<file path="src/rtl/dma2d_pkg.sv">
package dma2d_pkg;

  typedef enum logic [1:0] {
    CFG_LOCAL_ADDR = 2'd0,
    CFG_DRAM_ADDR  = 2'd1,
    CFG_SHAPE_IN   = 2'd2,
    CFG_SHAPE_OUT  = 2'd3
  } cfg_sel_e;

  typedef enum logic {
    DIR_IN  = 1'b0,
    DIR_OUT = 1'b1
  } xfer_dir_e;

  typedef enum logic [1:0] {
    MV_IDLE,
    MV_RD_REQ,
    MV_RD_WAIT,
    MV_WR_REQ
  } mover_state_e;

endpackage

</file>
<file path="src/rtl/dma2d_cfg_regs.sv">
module dma2d_cfg_regs
  import dma2d_pkg::*;
#(
  parameter int LOCAL_AW = 12,
  parameter int DRAM_AW  = 24,
  parameter int COL_W    = 12,
  parameter int ROW_W    = 8,
  parameter int SKIP_W   = 12,
  parameter int CFG_W    = 32
) (
  input  logic                clk,
  input  logic                rst_n,
  input  logic                cfg_wr,
  input  logic [1:0]          cfg_sel,
  input  logic [CFG_W-1:0]    cfg_data,
  input  logic                busy,
  output logic                start,
  output xfer_dir_e           start_dir,
  output logic                base_bank,
  output logic [LOCAL_AW-1:0] base_local,
  output logic [DRAM_AW-1:0]  base_dram,
  output logic [COL_W-1:0]    row_last,
  output logic [ROW_W-1:0]    rows_last,
  output logic [SKIP_W-1:0]   skip
);
  localparam int ROW_LSB  = COL_W;
  localparam int SKIP_LSB = COL_W + ROW_W;
  localparam int USED_W   = SKIP_LSB + SKIP_W;
  localparam logic [COL_W-1:0] ROUND_MASK = COL_W'(7);

  initial begin
    if (USED_W > CFG_W || DRAM_AW > CFG_W || LOCAL_AW + 1 > CFG_W)
      $error("dma2d_cfg_regs: field layout exceeds register width");
  end

  logic unused_cfg_bits;
  assign unused_cfg_bits = ^cfg_data;

  always_ff @(posedge clk) begin
    if (!rst_n) begin
      base_bank  <= 1'b0;
      base_local <= '0;
      base_dram  <= '0;
    end else if (cfg_wr) begin
      case (cfg_sel_e'(cfg_sel))
        CFG_LOCAL_ADDR: {base_bank, base_local} <= cfg_data[LOCAL_AW:0];
        CFG_DRAM_ADDR:  base_dram <= cfg_data[DRAM_AW-1:0];
        default: ;
      endcase
    end
  end

  always_comb begin
    start     = cfg_wr && cfg_sel[1] && !busy;
    start_dir = cfg_sel[0] ? DIR_OUT : DIR_IN;
    row_last  = cfg_data[COL_W-1:0] | ROUND_MASK;
    rows_last = cfg_data[SKIP_LSB-1:ROW_LSB];
    skip      = cfg_data[USED_W-1:SKIP_LSB];
  end

endmodule

</file>
<file path="src/rtl/dma2d_walker.sv">
module dma2d_walker
  import dma2d_pkg::*;
#(
  parameter int LOCAL_AW = 12,
  parameter int DRAM_AW  = 24,
  parameter int COL_W    = 12,
  parameter int ROW_W    = 8,
  parameter int SKIP_W   = 12
) (
  input  logic                clk,
  input  logic                rst_n,
  input  logic                start,
  input  xfer_dir_e           start_dir,
  input  logic                start_bank,
  input  logic [LOCAL_AW-1:0] start_local,
  input  logic [DRAM_AW-1:0]  start_dram,
  input  logic [COL_W-1:0]    start_row_last,
  input  logic [ROW_W-1:0]    start_rows_last,
  input  logic [SKIP_W-1:0]   start_skip,
  input  logic                step,
  output logic                busy,
  output logic                done,
  output xfer_dir_e           cur_dir,
  output logic                cur_bank,
  output logic [LOCAL_AW-1:0] cur_local,
  output logic [DRAM_AW-1:0]  cur_dram,
  output logic                last_byte
);
  localparam logic [LOCAL_AW-1:0] LOCAL_ONE = LOCAL_AW'(1);
  localparam logic [DRAM_AW-1:0]  DRAM_ONE  = DRAM_AW'(1);
  localparam logic [COL_W-1:0]    COL_ONE   = COL_W'(1);
  localparam logic [ROW_W-1:0]    ROW_ONE   = ROW_W'(1);

  logic [COL_W-1:0]   col_q, row_last_q;
  logic [ROW_W-1:0]   row_q, rows_last_q;
  logic [SKIP_W-1:0]  skip_q;
  logic [DRAM_AW-1:0] skip_ext;
  logic               row_end;

  generate
    if (SKIP_W >= DRAM_AW) begin : g_skip_trunc
      logic unused_skip_hi;
      assign skip_ext = skip_q[DRAM_AW-1:0];
      assign unused_skip_hi = ^skip_q;
    end else begin : g_skip_ext
      assign skip_ext = {{(DRAM_AW-SKIP_W){1'b0}}, skip_q};
    end
  endgenerate

  assign row_end   = (col_q == row_last_q);
  assign last_byte = row_end && (row_q == rows_last_q);

  always_ff @(posedge clk) begin
    if (!rst_n) begin
      busy        <= 1'b0;
      done        <= 1'b0;
      cur_dir     <= DIR_IN;
      cur_bank    <= 1'b0;
      cur_local   <= '0;
      cur_dram    <= '0;
      col_q       <= '0;
      row_q       <= '0;
      row_last_q  <= '0;
      rows_last_q <= '0;
      skip_q      <= '0;
    end else begin
      done <= 1'b0;
      if (start && !busy) begin
        busy        <= 1'b1;
        cur_dir     <= start_dir;
        cur_bank    <= start_bank;
        cur_local   <= start_local;
        cur_dram    <= start_dram;
        col_q       <= '0;
        row_q       <= '0;
        row_last_q  <= start_row_last;
        rows_last_q <= start_rows_last;
        skip_q      <= start_skip;
      end else if (busy && step) begin
        cur_local <= cur_local + LOCAL_ONE;
        if (row_end) begin
          col_q    <= '0;
          cur_dram <= cur_dram + DRAM_ONE + skip_ext;
          if (last_byte) begin
            busy <= 1'b0;
            done <= 1'b1;
          end else begin
            row_q <= row_q + ROW_ONE;
          end
        end else begin
          col_q    <= col_q + COL_ONE;
          cur_dram <= cur_dram + DRAM_ONE;
        end
      end
    end
  end

endmodule

</file>
<file path="src/rtl/dma2d_mover.sv">
module dma2d_mover
  import dma2d_pkg::*;
#(
  parameter int LOCAL_AW = 12,
  parameter int DRAM_AW  = 24,
  parameter int DATA_W   = 8
) (
  input  logic                clk,
  input  logic                rst_n,
  input  logic                start,
  input  xfer_dir_e           cur_dir,
  input  logic                cur_bank,
  input  logic [LOCAL_AW-1:0] cur_local,
  input  logic [DRAM_AW-1:0]  cur_dram,
  input  logic                last_byte,
  output logic                step,
  output logic                lm_req_valid,
  input  logic                lm_req_ready,
  output logic                lm_req_we,
  output logic                lm_req_bank,
  output logic [LOCAL_AW-1:0] lm_req_addr,
  output logic [DATA_W-1:0]   lm_req_wdata,
  input  logic                lm_rsp_valid,
  input  logic [DATA_W-1:0]   lm_rsp_data,
  output logic                dm_req_valid,
  input  logic                dm_req_ready,
  output logic                dm_req_we,
  output logic [DRAM_AW-1:0]  dm_req_addr,
  output logic [DATA_W-1:0]   dm_req_wdata,
  input  logic                dm_rsp_valid,
  input  logic [DATA_W-1:0]   dm_rsp_data
);
  mover_state_e state_q, state_d;
  logic [DATA_W-1:0] data_q;
  logic src_dram, rd_phase, wr_phase;
  logic src_ready, dst_ready, src_rsp_valid;
  logic [DATA_W-1:0] src_rsp_data;

  assign src_dram = (cur_dir == DIR_IN);
  assign rd_phase = (state_q == MV_RD_REQ);
  assign wr_phase = (state_q == MV_WR_REQ);

  always_comb begin
    lm_req_valid  = (rd_phase && !src_dram) || (wr_phase && src_dram);
    lm_req_we     = wr_phase;
    lm_req_bank   = cur_bank;
    lm_req_addr   = cur_local;
    lm_req_wdata  = data_q;
    dm_req_valid  = (rd_phase && src_dram) || (wr_phase && !src_dram);
    dm_req_we     = wr_phase;
    dm_req_addr   = cur_dram;
    dm_req_wdata  = data_q;
    src_ready     = src_dram ? dm_req_ready : lm_req_ready;
    dst_ready     = src_dram ? lm_req_ready : dm_req_ready;
    src_rsp_valid = src_dram ? dm_rsp_valid : lm_rsp_valid;
    src_rsp_data  = src_dram ? dm_rsp_data  : lm_rsp_data;
    step          = wr_phase && dst_ready;
  end

  always_comb begin
    state_d = state_q;
    case (state_q)
      MV_IDLE:    if (start) state_d = MV_RD_REQ;
      MV_RD_REQ:  if (src_ready) state_d = MV_RD_WAIT;
      MV_RD_WAIT: if (src_rsp_valid) state_d = MV_WR_REQ;
      MV_WR_REQ:  if (dst_ready) state_d = last_byte ? MV_IDLE : MV_RD_REQ;
      default:    state_d = MV_IDLE;
    endcase
  end

  always_ff @(posedge clk) begin
    if (!rst_n) begin
      state_q <= MV_IDLE;
      data_q  <= '0;
    end else begin
      state_q <= state_d;
      if (state_q == MV_RD_WAIT && src_rsp_valid) data_q <= src_rsp_data;
    end
  end

endmodule

</file>
<file path="src/rtl/rect_dma2d_engine.sv">
module rect_dma2d_engine
  import dma2d_pkg::*;
#(
  parameter int LOCAL_AW = 12,
  parameter int DRAM_AW  = 24,
  parameter int DATA_W   = 8,
  parameter int COL_W    = 12,
  parameter int ROW_W    = 8,
  parameter int SKIP_W   = 12,
  parameter int CFG_W    = 32
) (
  input  logic                clk,
  input  logic                rst_n,
  input  logic                cfg_wr,
  input  logic [1:0]          cfg_sel,
  input  logic [CFG_W-1:0]    cfg_data,
  output logic                busy,
  output logic                done,
  output logic                lm_req_valid,
  input  logic                lm_req_ready,
  output logic                lm_req_we,
  output logic                lm_req_bank,
  output logic [LOCAL_AW-1:0] lm_req_addr,
  output logic [DATA_W-1:0]   lm_req_wdata,
  input  logic                lm_rsp_valid,
  input  logic [DATA_W-1:0]   lm_rsp_data,
  output logic                dm_req_valid,
  input  logic                dm_req_ready,
  output logic                dm_req_we,
  output logic [DRAM_AW-1:0]  dm_req_addr,
  output logic [DATA_W-1:0]   dm_req_wdata,
  input  logic                dm_rsp_valid,
  input  logic [DATA_W-1:0]   dm_rsp_data
);
  logic                start, base_bank, cur_bank, last_byte, step;
  xfer_dir_e           start_dir, cur_dir;
  logic [LOCAL_AW-1:0] base_local, cur_local;
  logic [DRAM_AW-1:0]  base_dram, cur_dram;
  logic [COL_W-1:0]    row_last;
  logic [ROW_W-1:0]    rows_last;
  logic [SKIP_W-1:0]   skip;

  dma2d_cfg_regs #(
    .LOCAL_AW(LOCAL_AW), .DRAM_AW(DRAM_AW), .COL_W(COL_W),
    .ROW_W(ROW_W), .SKIP_W(SKIP_W), .CFG_W(CFG_W)
  ) cfg_i (
    .clk(clk), .rst_n(rst_n), .cfg_wr(cfg_wr), .cfg_sel(cfg_sel),
    .cfg_data(cfg_data), .busy(busy), .start(start), .start_dir(start_dir),
    .base_bank(base_bank), .base_local(base_local), .base_dram(base_dram),
    .row_last(row_last), .rows_last(rows_last), .skip(skip)
  );

  dma2d_walker #(
    .LOCAL_AW(LOCAL_AW), .DRAM_AW(DRAM_AW), .COL_W(COL_W),
    .ROW_W(ROW_W), .SKIP_W(SKIP_W)
  ) walk_i (
    .clk(clk), .rst_n(rst_n), .start(start), .start_dir(start_dir),
    .start_bank(base_bank), .start_local(base_local), .start_dram(base_dram),
    .start_row_last(row_last), .start_rows_last(rows_last), .start_skip(skip),
    .step(step), .busy(busy), .done(done), .cur_dir(cur_dir),
    .cur_bank(cur_bank), .cur_local(cur_local), .cur_dram(cur_dram),
    .last_byte(last_byte)
  );

  dma2d_mover #(
    .LOCAL_AW(LOCAL_AW), .DRAM_AW(DRAM_AW), .DATA_W(DATA_W)
  ) move_i (
    .clk(clk), .rst_n(rst_n), .start(start), .cur_dir(cur_dir),
    .cur_bank(cur_bank), .cur_local(cur_local), .cur_dram(cur_dram),
    .last_byte(last_byte), .step(step),
    .lm_req_valid(lm_req_valid), .lm_req_ready(lm_req_ready),
    .lm_req_we(lm_req_we), .lm_req_bank(lm_req_bank),
    .lm_req_addr(lm_req_addr), .lm_req_wdata(lm_req_wdata),
    .lm_rsp_valid(lm_rsp_valid), .lm_rsp_data(lm_rsp_data),
    .dm_req_valid(dm_req_valid), .dm_req_ready(dm_req_ready),
    .dm_req_we(dm_req_we), .dm_req_addr(dm_req_addr),
    .dm_req_wdata(dm_req_wdata), .dm_rsp_valid(dm_rsp_valid),
    .dm_rsp_data(dm_rsp_data)
  );

endmodule

</file>
<file path="config.mk">
export PLATFORM = sky130hd
export DESIGN_NAME = rect_dma2d_engine
export DESIGN_NICKNAME = d
export VERILOG_FILES = /design/src/rtl/dma2d_pkg.sv /design/src/rtl/dma2d_cfg_regs.sv /design/src/rtl/dma2d_walker.sv /design/src/rtl/dma2d_mover.sv /design/src/rtl/rect_dma2d_engine.sv
export SDC_FILE = /design/constraint.sdc
export NUM_CORES = 1
export LEC_CHECK = 0
export ABC_AREA = 1
export BUFFER_PORTS_ARGS = -buffer_cell sky130_fd_sc_hd__buf_4
export CAP_MARGIN = 20
export CORE_MARGIN = 1
export CORE_UTILIZATION = 57
export DETAILED_ROUTE_END_ITERATION = 10
export PLACE_DENSITY_LB_ADDON = 0.25
export SLEW_MARGIN = 30
export SYNTH_ARGS = -nofsm -noshare
export SYNTH_HDL_FRONTEND = slang
export SYNTH_SLANG_ARGS = --single-unit
</file>
<file path="constraint.sdc">
create_clock -name clk -period 7.25 [get_ports clk]
set_input_delay 1.0875 -clock clk [delete_from_list [all_inputs] [get_ports clk]]
set_output_delay 1.0875 -clock clk [all_outputs]
set_load 0.01 [all_outputs]
</file>
; ---- Word-level counts from Yosys, hierarchy flattened
; Cells that the tools add are included.
[totals]
register_bits = 139
input_bits = 57
out_inout_bits = 59
word_cells = 84
[classes]
addsub = 5
n_eq_ne = 10
mux = 22
n_bitwise = 5
reduce_logical = 26
[ops]
columns = cell, n
row1 = two-way mux 24 bit, 3
row2 = two-way mux 12 bit, 3
row3 = adder 12 x 1 -> 12 bit (second input constant), 2
row4 = adder 24 x 1 -> 24 bit (second input constant), 1
row5 = adder 24 x 12 -> 24 bit, 1
row6 = equality test 12 bit, 1
row7 = logical AND 1 bit, 11
row8 = two-way mux 1 bit, 10
row9 = adder 8 x 1 -> 8 bit (second input constant), 1
row10 = equality test 8 bit, 1
row11 = two-way mux 2 bit, 4
row12 = two-way mux 8 bit, 1
row13 = case mux 2 bit (4 select lines), 1
row14 = != test 2 bit (second input constant), 3
row15 = AND reduction 3 bit, 2
row16 = nonzero test 2 bit, 3
row17 = inverter 1 bit, 5
row18 = equality test 2 x 1 -> 1 bit (second input constant), 2
row19 = equality test 2 bit (second input constant), 2
row20 = zero test 2 bit, 2
row21 = AND reduction 2 bit, 2
row22 = AND reduction 4 bit, 1
row23 = OR reduction 4 bit, 1
row24 = logical OR 1 bit, 2
row25 = 3 further kinds, 3

; ---- Longest topological paths before layout
[depth]
depth_word = 6
depth_mapped = 21
depth_no_buf = 21

; ---- Modules after synthesis
; Synthesis repeated with hierarchy kept, for this count alone.
[hier_totals]
hier_cells = 1333
area_unflattened_um2 = 8785.9
[by_module_without_submodules]
columns = module, instances, cells_each, area_per_inst_um2, seq_area_each_um2
row1 = dma2d_walker, 1, 902, 5900.7, 1841.8
row2 = dma2d_cfg_regs, 1, 275, 1846.8, 740.7
row3 = dma2d_mover, 1, 156, 1038.5, 200.2

; ---- Least setup slack after synthesis
; OpenSTA, ideal clock, no wires.
[synth_path]
path_type = register to register
startpoint = register walk_i.cur_dram[0]
endpoint = register walk_i.cur_dram[23]
setup_ns = 0.070
arrival_time_ns = 2.673
t_required_ns = 7.180
path_slack_ns = 4.507
path_stages_with_launch = 22
path_buffers = 0
synth_period_minus_slack_ns = 2.743
path_cell_list = dfxtp_1 -> ha_1 -> nand2_2 -> nor2_4 -> nand3_2 -> xor2_1 -> inv_1 -> ha_1 -> nand2_1 -> inv_1 -> nand2_1 -> nand2_1 -> nand2_1 -> nand3_1 -> nand3_1 -> nand2_1 -> nand2_1 -> nor2_4 -> nand2_1 -> nand2_1 -> nand3_1 -> a21oi_1
[synth_via]
elab_chain_len = 5
[synth_lines]
columns = element, line
row1 = start: declaration, dma2d_walker.sv:26  ; output logic [DRAM_AW-1:0] cur_dram,
row2 = start signal: assignment, dma2d_walker.sv:73  ; cur_dram <= start_dram;
row3 = start signal: assignment, dma2d_walker.sv:83  ; cur_dram <= cur_dram + DRAM_ONE + skip_ext;
row4 = start signal: assignment, dma2d_walker.sv:92  ; cur_dram <= cur_dram + DRAM_ONE;
row5 = adder 24 x 1 -> 24 bit (*), "dma2d_walker.sv:83, dma2d_walker.sv:92"
row6 = adder 24 x 12 -> 24 bit, dma2d_walker.sv:83
row7 = two-way mux 24 bit (*), dma2d_walker.sv:81  ; if (row_end) begin
row8 = two-way mux 24 bit (*), dma2d_walker.sv:79  ; end else if (busy && step) begin
row9 = two-way mux 24 bit (*), dma2d_walker.sv:68  ; if (start && !busy) begin
; Mark *: on every way between the ends. The rest lies on a longest branch, timed or not. The select of a mux whose other input is x is not followed.
; A chain may end at the register's enable or synchronous reset.

; ---- Final worst setup path
; Ends and elaborated chain as after synthesis.

==> impl_metrics.json <==
{
  "status": "finished, final reports clean",
  "power.leakage_nw": 3.98,
  "timing.slew.headroom": 0.446,
  "synth_edf_count": 0,
  "antenna_found_initial": 0,
  "synthFlopType": "dfxtp_1",
  "syn_avg_cell_area_um2": 6.83,
  "synth_warnings": 0,
  "cts_tree": "built",
  "crit_top_cell": "nand2_1",
  "timing.critical_path.fanout_max": 8,
  "stdcell_area_um2": 9130,
  "placed_cell_area_um2": 8560,
  "cpPeakStageDelay_ns": 0.52,
  "post_drt_wl_per_cell_um": 15.1,
  "core_um2": 13200,
  "layout.cells.non_filler": 1399,
  "combPwrFrac": 0.142,
  "cts_sinks": 137,
  "rsz0062_at_grt": "false",
  "switching_share": 0.266,
  "postCtsHoldBufs": 0,
  "cp_slowest_cell": "dfxtp_1",
  "ctsResizeCount": 0,
  "synth_nets": 1205,
  "portBuffers": 115,
  "clockRootBuffer": "clkbuf_16",
  "grt_pass1_vias": 7168,
  "areaGrowthSynthToFinish_pct": 19.0,
  "power_switching_mw": 0.516,
  "path_class": "flip-flop to flip-flop",
  "overflow": 0,
  "drive_gt1_frac": 0.155,
  "p_int_mw": 1.43,
  "cts-htree-levels": 4,
  "dieWidth_um": 118,
  "routed_wl_um": 21100,
  "seqPwrFrac": 0.425,
  "firstDrtPassIters": 6,
  "antenna_cells": 0,
  "numCtsBuffers": 17,
  "grt_max_degree": 86,
  "synthCells": 1122,
  "clockBufferDepth": 2,
  "fmax_ghz": 0.299,
  "cts_setup_buffers": 0,
  "cellPowerDensity_nw_per_um2": 213,
  "num_vias": 7657,
  "synthArstFlopShare": 0,
  "setup_viol": 0,
  "cp_num_buf_inv": 2,
  "endpoint_kind": "flip-flop",
  "finish.net_count": 1293,
  "grt_pass1_wl_um": 34800,
  "min_path_type": "flip-flop to flip-flop",
  "totalNegativeSetupSlack_ns": 0,
  "vias_per_cell": 5.47,
  "routabilityCongestion": 0.892,
  "timing.hold.ws_ns": 0.448,
  "initial_core_util": 0.581,
  "crit_arrival_ns": 3.69,
  "hold_viol_final": 0,
  "pre_cts_slack_ns": 3.84,
  "final.setup_skew_ns": 0.00651,
  "drc": 0,
  "cp_top_family": "simple AND/OR/NAND/NOR gates",
  "vdd_drop_max_mv": 0.151,
  "grt_use_total": 0.313,
  "path_cells": "ha_1 -> nand2_2 -> nor2_4 -> nand3_2 -> xor2_1 -> inv_1 -> ha_1 -> nand2_1 -> inv_1 -> nand2_1 -> nand2_1 -> nand2_1 -> nand3_1 -> nand3_1 -> nand2_1 -> nand2_1 -> nor2_4 -> nand2_1 -> nand2_1 -> nand3_1 -> a21oi_1",
  "clockPowerShare": 0.432,
  "clk_pin_slew_worst_paths_ns": 0.06,
  "maxSlewViolCount": 0,
  "ys_types": 45,
  "fin_ws_ns": 3.91,
  "synth_seq_cells": 137,
  "io_pins": 116,
  "min_period_over_period": 0.461,
  "dp.cells": 1367,
  "yosysSeqAreaShare": 0.358,
  "worst_ep_required_time_ns": 7.60,
  "dp_hpwl_um": 14900,
  "cap_violations": 0,
  "worstSetupStartpointType": "flip-flop",
  "clk_latency_ns": 0.42,
  "dieArea_um2": 13900,
  "fp.dieH_um": 118,
  "placementRows": 42,
  "syn_area_um2": 7670,
  "drt_iter0_markers": 744,
  "min_period_ns": 3.34,
  "worst_slew_pin_slew_ns": 0.828,
  "ant_nets": 0
}
[tightest hold or removal path, stage by stage (launching register included)]
cell	delay (ns)
dfxtp_1	0.30
inv_1	0.05
a21oi_1	0.05
[cells by family after synthesis]
family	after synthesis	synth area share
simple gates	492	0.280
compound gates	243	0.173
buf+inv	179	0.0933
flops	137	0.358
xor+xnor	44	0.0512
fa+ha+maj	26	0.0434
mux	1	0.00131
[through the flow]
step,utilization,power (mW)
global placement,0.649,1.11
global route,0.692,2.02
floorplan,-,1.01
finish,0.692,1.94
CTS,0.692,1.94
detailed placement,0.649,1.11
[final cells by class]
| cell class | instances | area (um^2) |
|---|---|---|
| clock buffers | 24 | 472 |
| flip-flops and latches | 137 | 2740 |
| inverters | 127 | 478 |
| clock inverters | 8 | 95.1 |
| multi-input cells | 806 | 4210 |
| repair buffers | 121 | 908 |
| fillers | 1188 | 4060 |
| well taps | 176 | 220 |
[path summary, 6_finish.rpt]
path                                                       start  slack (ns)  depth (start not counted)                               end
worst max-delay path             walk_i.cur_dram[0]$_SDFFE_PN0P_        3.91                         21  walk_i.cur_dram[23]$_SDFFE_PN0P_
worst min-delay path            cfg_i.base_dram[11]$_SDFFE_PN0P_        0.45                          2  cfg_i.base_dram[11]$_SDFFE_PN0P_
worst max register to register   walk_i.cur_dram[0]$_SDFFE_PN0P_        3.91                         21  walk_i.cur_dram[23]$_SDFFE_PN0P_
worst min register to register  cfg_i.base_dram[11]$_SDFFE_PN0P_        0.45                          2  cfg_i.base_dram[11]$_SDFFE_PN0P_
[power groups by stage]
| stage | combinational (mW) | sequential [mW] | clock, mW |
|---|---|---|---|
| after global placement | 0.267 | 0.841 | 0 |
| after detailed placement | 0.273 | 0.841 | 0 |
| final | 0.276 | 0.826 | 0.839 |
| after CTS | 0.274 | 0.825 | 0.845 |
| after floorplan | 0.174 | 0.837 | 0 |
| after global routing | 0.311 | 0.831 | 0.877 |
[cells in the mapped netlist (2+ instances only)]
library cell,count,share of area
nor2_2,9,0.0073
nand3b_1,2,0.0020
nor3b_1,4,0.0039
inv_2,6,0.0029
o21bai_1,2,0.0020
dfxtp_1,137,0.36
xor2_1,33,0.038
o22ai_1,13,0.011
nor4_1,3,0.0024
nand2_2,8,0.0065
clkinv_1,3,0.0015
nor3_1,12,0.0078
a21o_1,2,0.0020
nand4_1,8,0.0065
ha_1,25,0.041
o211ai_1,3,0.0029
o221ai_1,2,0.0023
a31oi_1,23,0.019
a21oi_1,73,0.048
clkbuf_1,39,0.019
xnor2_1,10,0.011
nor2_4,7,0.010
nor2_1,168,0.082
nor3_4,2,0.0042
o21ai_1,7,0.0046
nand3_1,59,0.039
nand3_2,2,0.0026
inv_1,118,0.058
buf_4,11,0.011
a221oi_1,3,0.0034
o21ai_0,111,0.072
nand2_1,204,0.10
[cells in the final DEF (no fill, tap or decap), types with 7 or more instances in the layout]
cell type,count
nand2_1,204
inv_1,117
a31oi_1,23
clkbuf_16,17
xor2_1,33
nor2_4,7
xnor2_1,10
buf_4,121
nand4_1,8
o21ai_1,7
o22ai_1,13
nor2_1,168
nand3_1,59
ha_1,25
nand2_2,8
dfxtp_1,137
a21oi_1,73
nor3_1,12
nor2_2,9
o21ai_0,111
[registers in the layout, indices dropped and copies added (netlist names)]
| register | cells |
|---|---|
| cfg_i.base_bank | 1 |
| cfg_i.base_dram | 24 |
| cfg_i.base_local | 12 |
| move_i.dm_req_wdata | 8 |
| move_i.state_q | 2 |
| walk_i.busy | 1 |
| walk_i.col_q | 12 |
| walk_i.cur_bank | 1 |
| walk_i.cur_dir | 1 |
| walk_i.cur_dram | 24 |
| walk_i.cur_local | 12 |
| walk_i.done | 1 |
| walk_i.row_last_q | 10 |
| walk_i.row_q | 8 |
| walk_i.rows_last_q | 8 |
| walk_i.skip_q | 12 |
[layer usage]
layer  vias to the layer above  GRT usage  share of wire
li1                       3827          -              -
met1                      3478      0.398           0.42
met2                       289      0.505           0.47
met3                        63     0.0538          0.069
met4                         0      0.167          0.040
met5                         -          0              0
No activity file was read; power rests on OpenSTA's default activity.
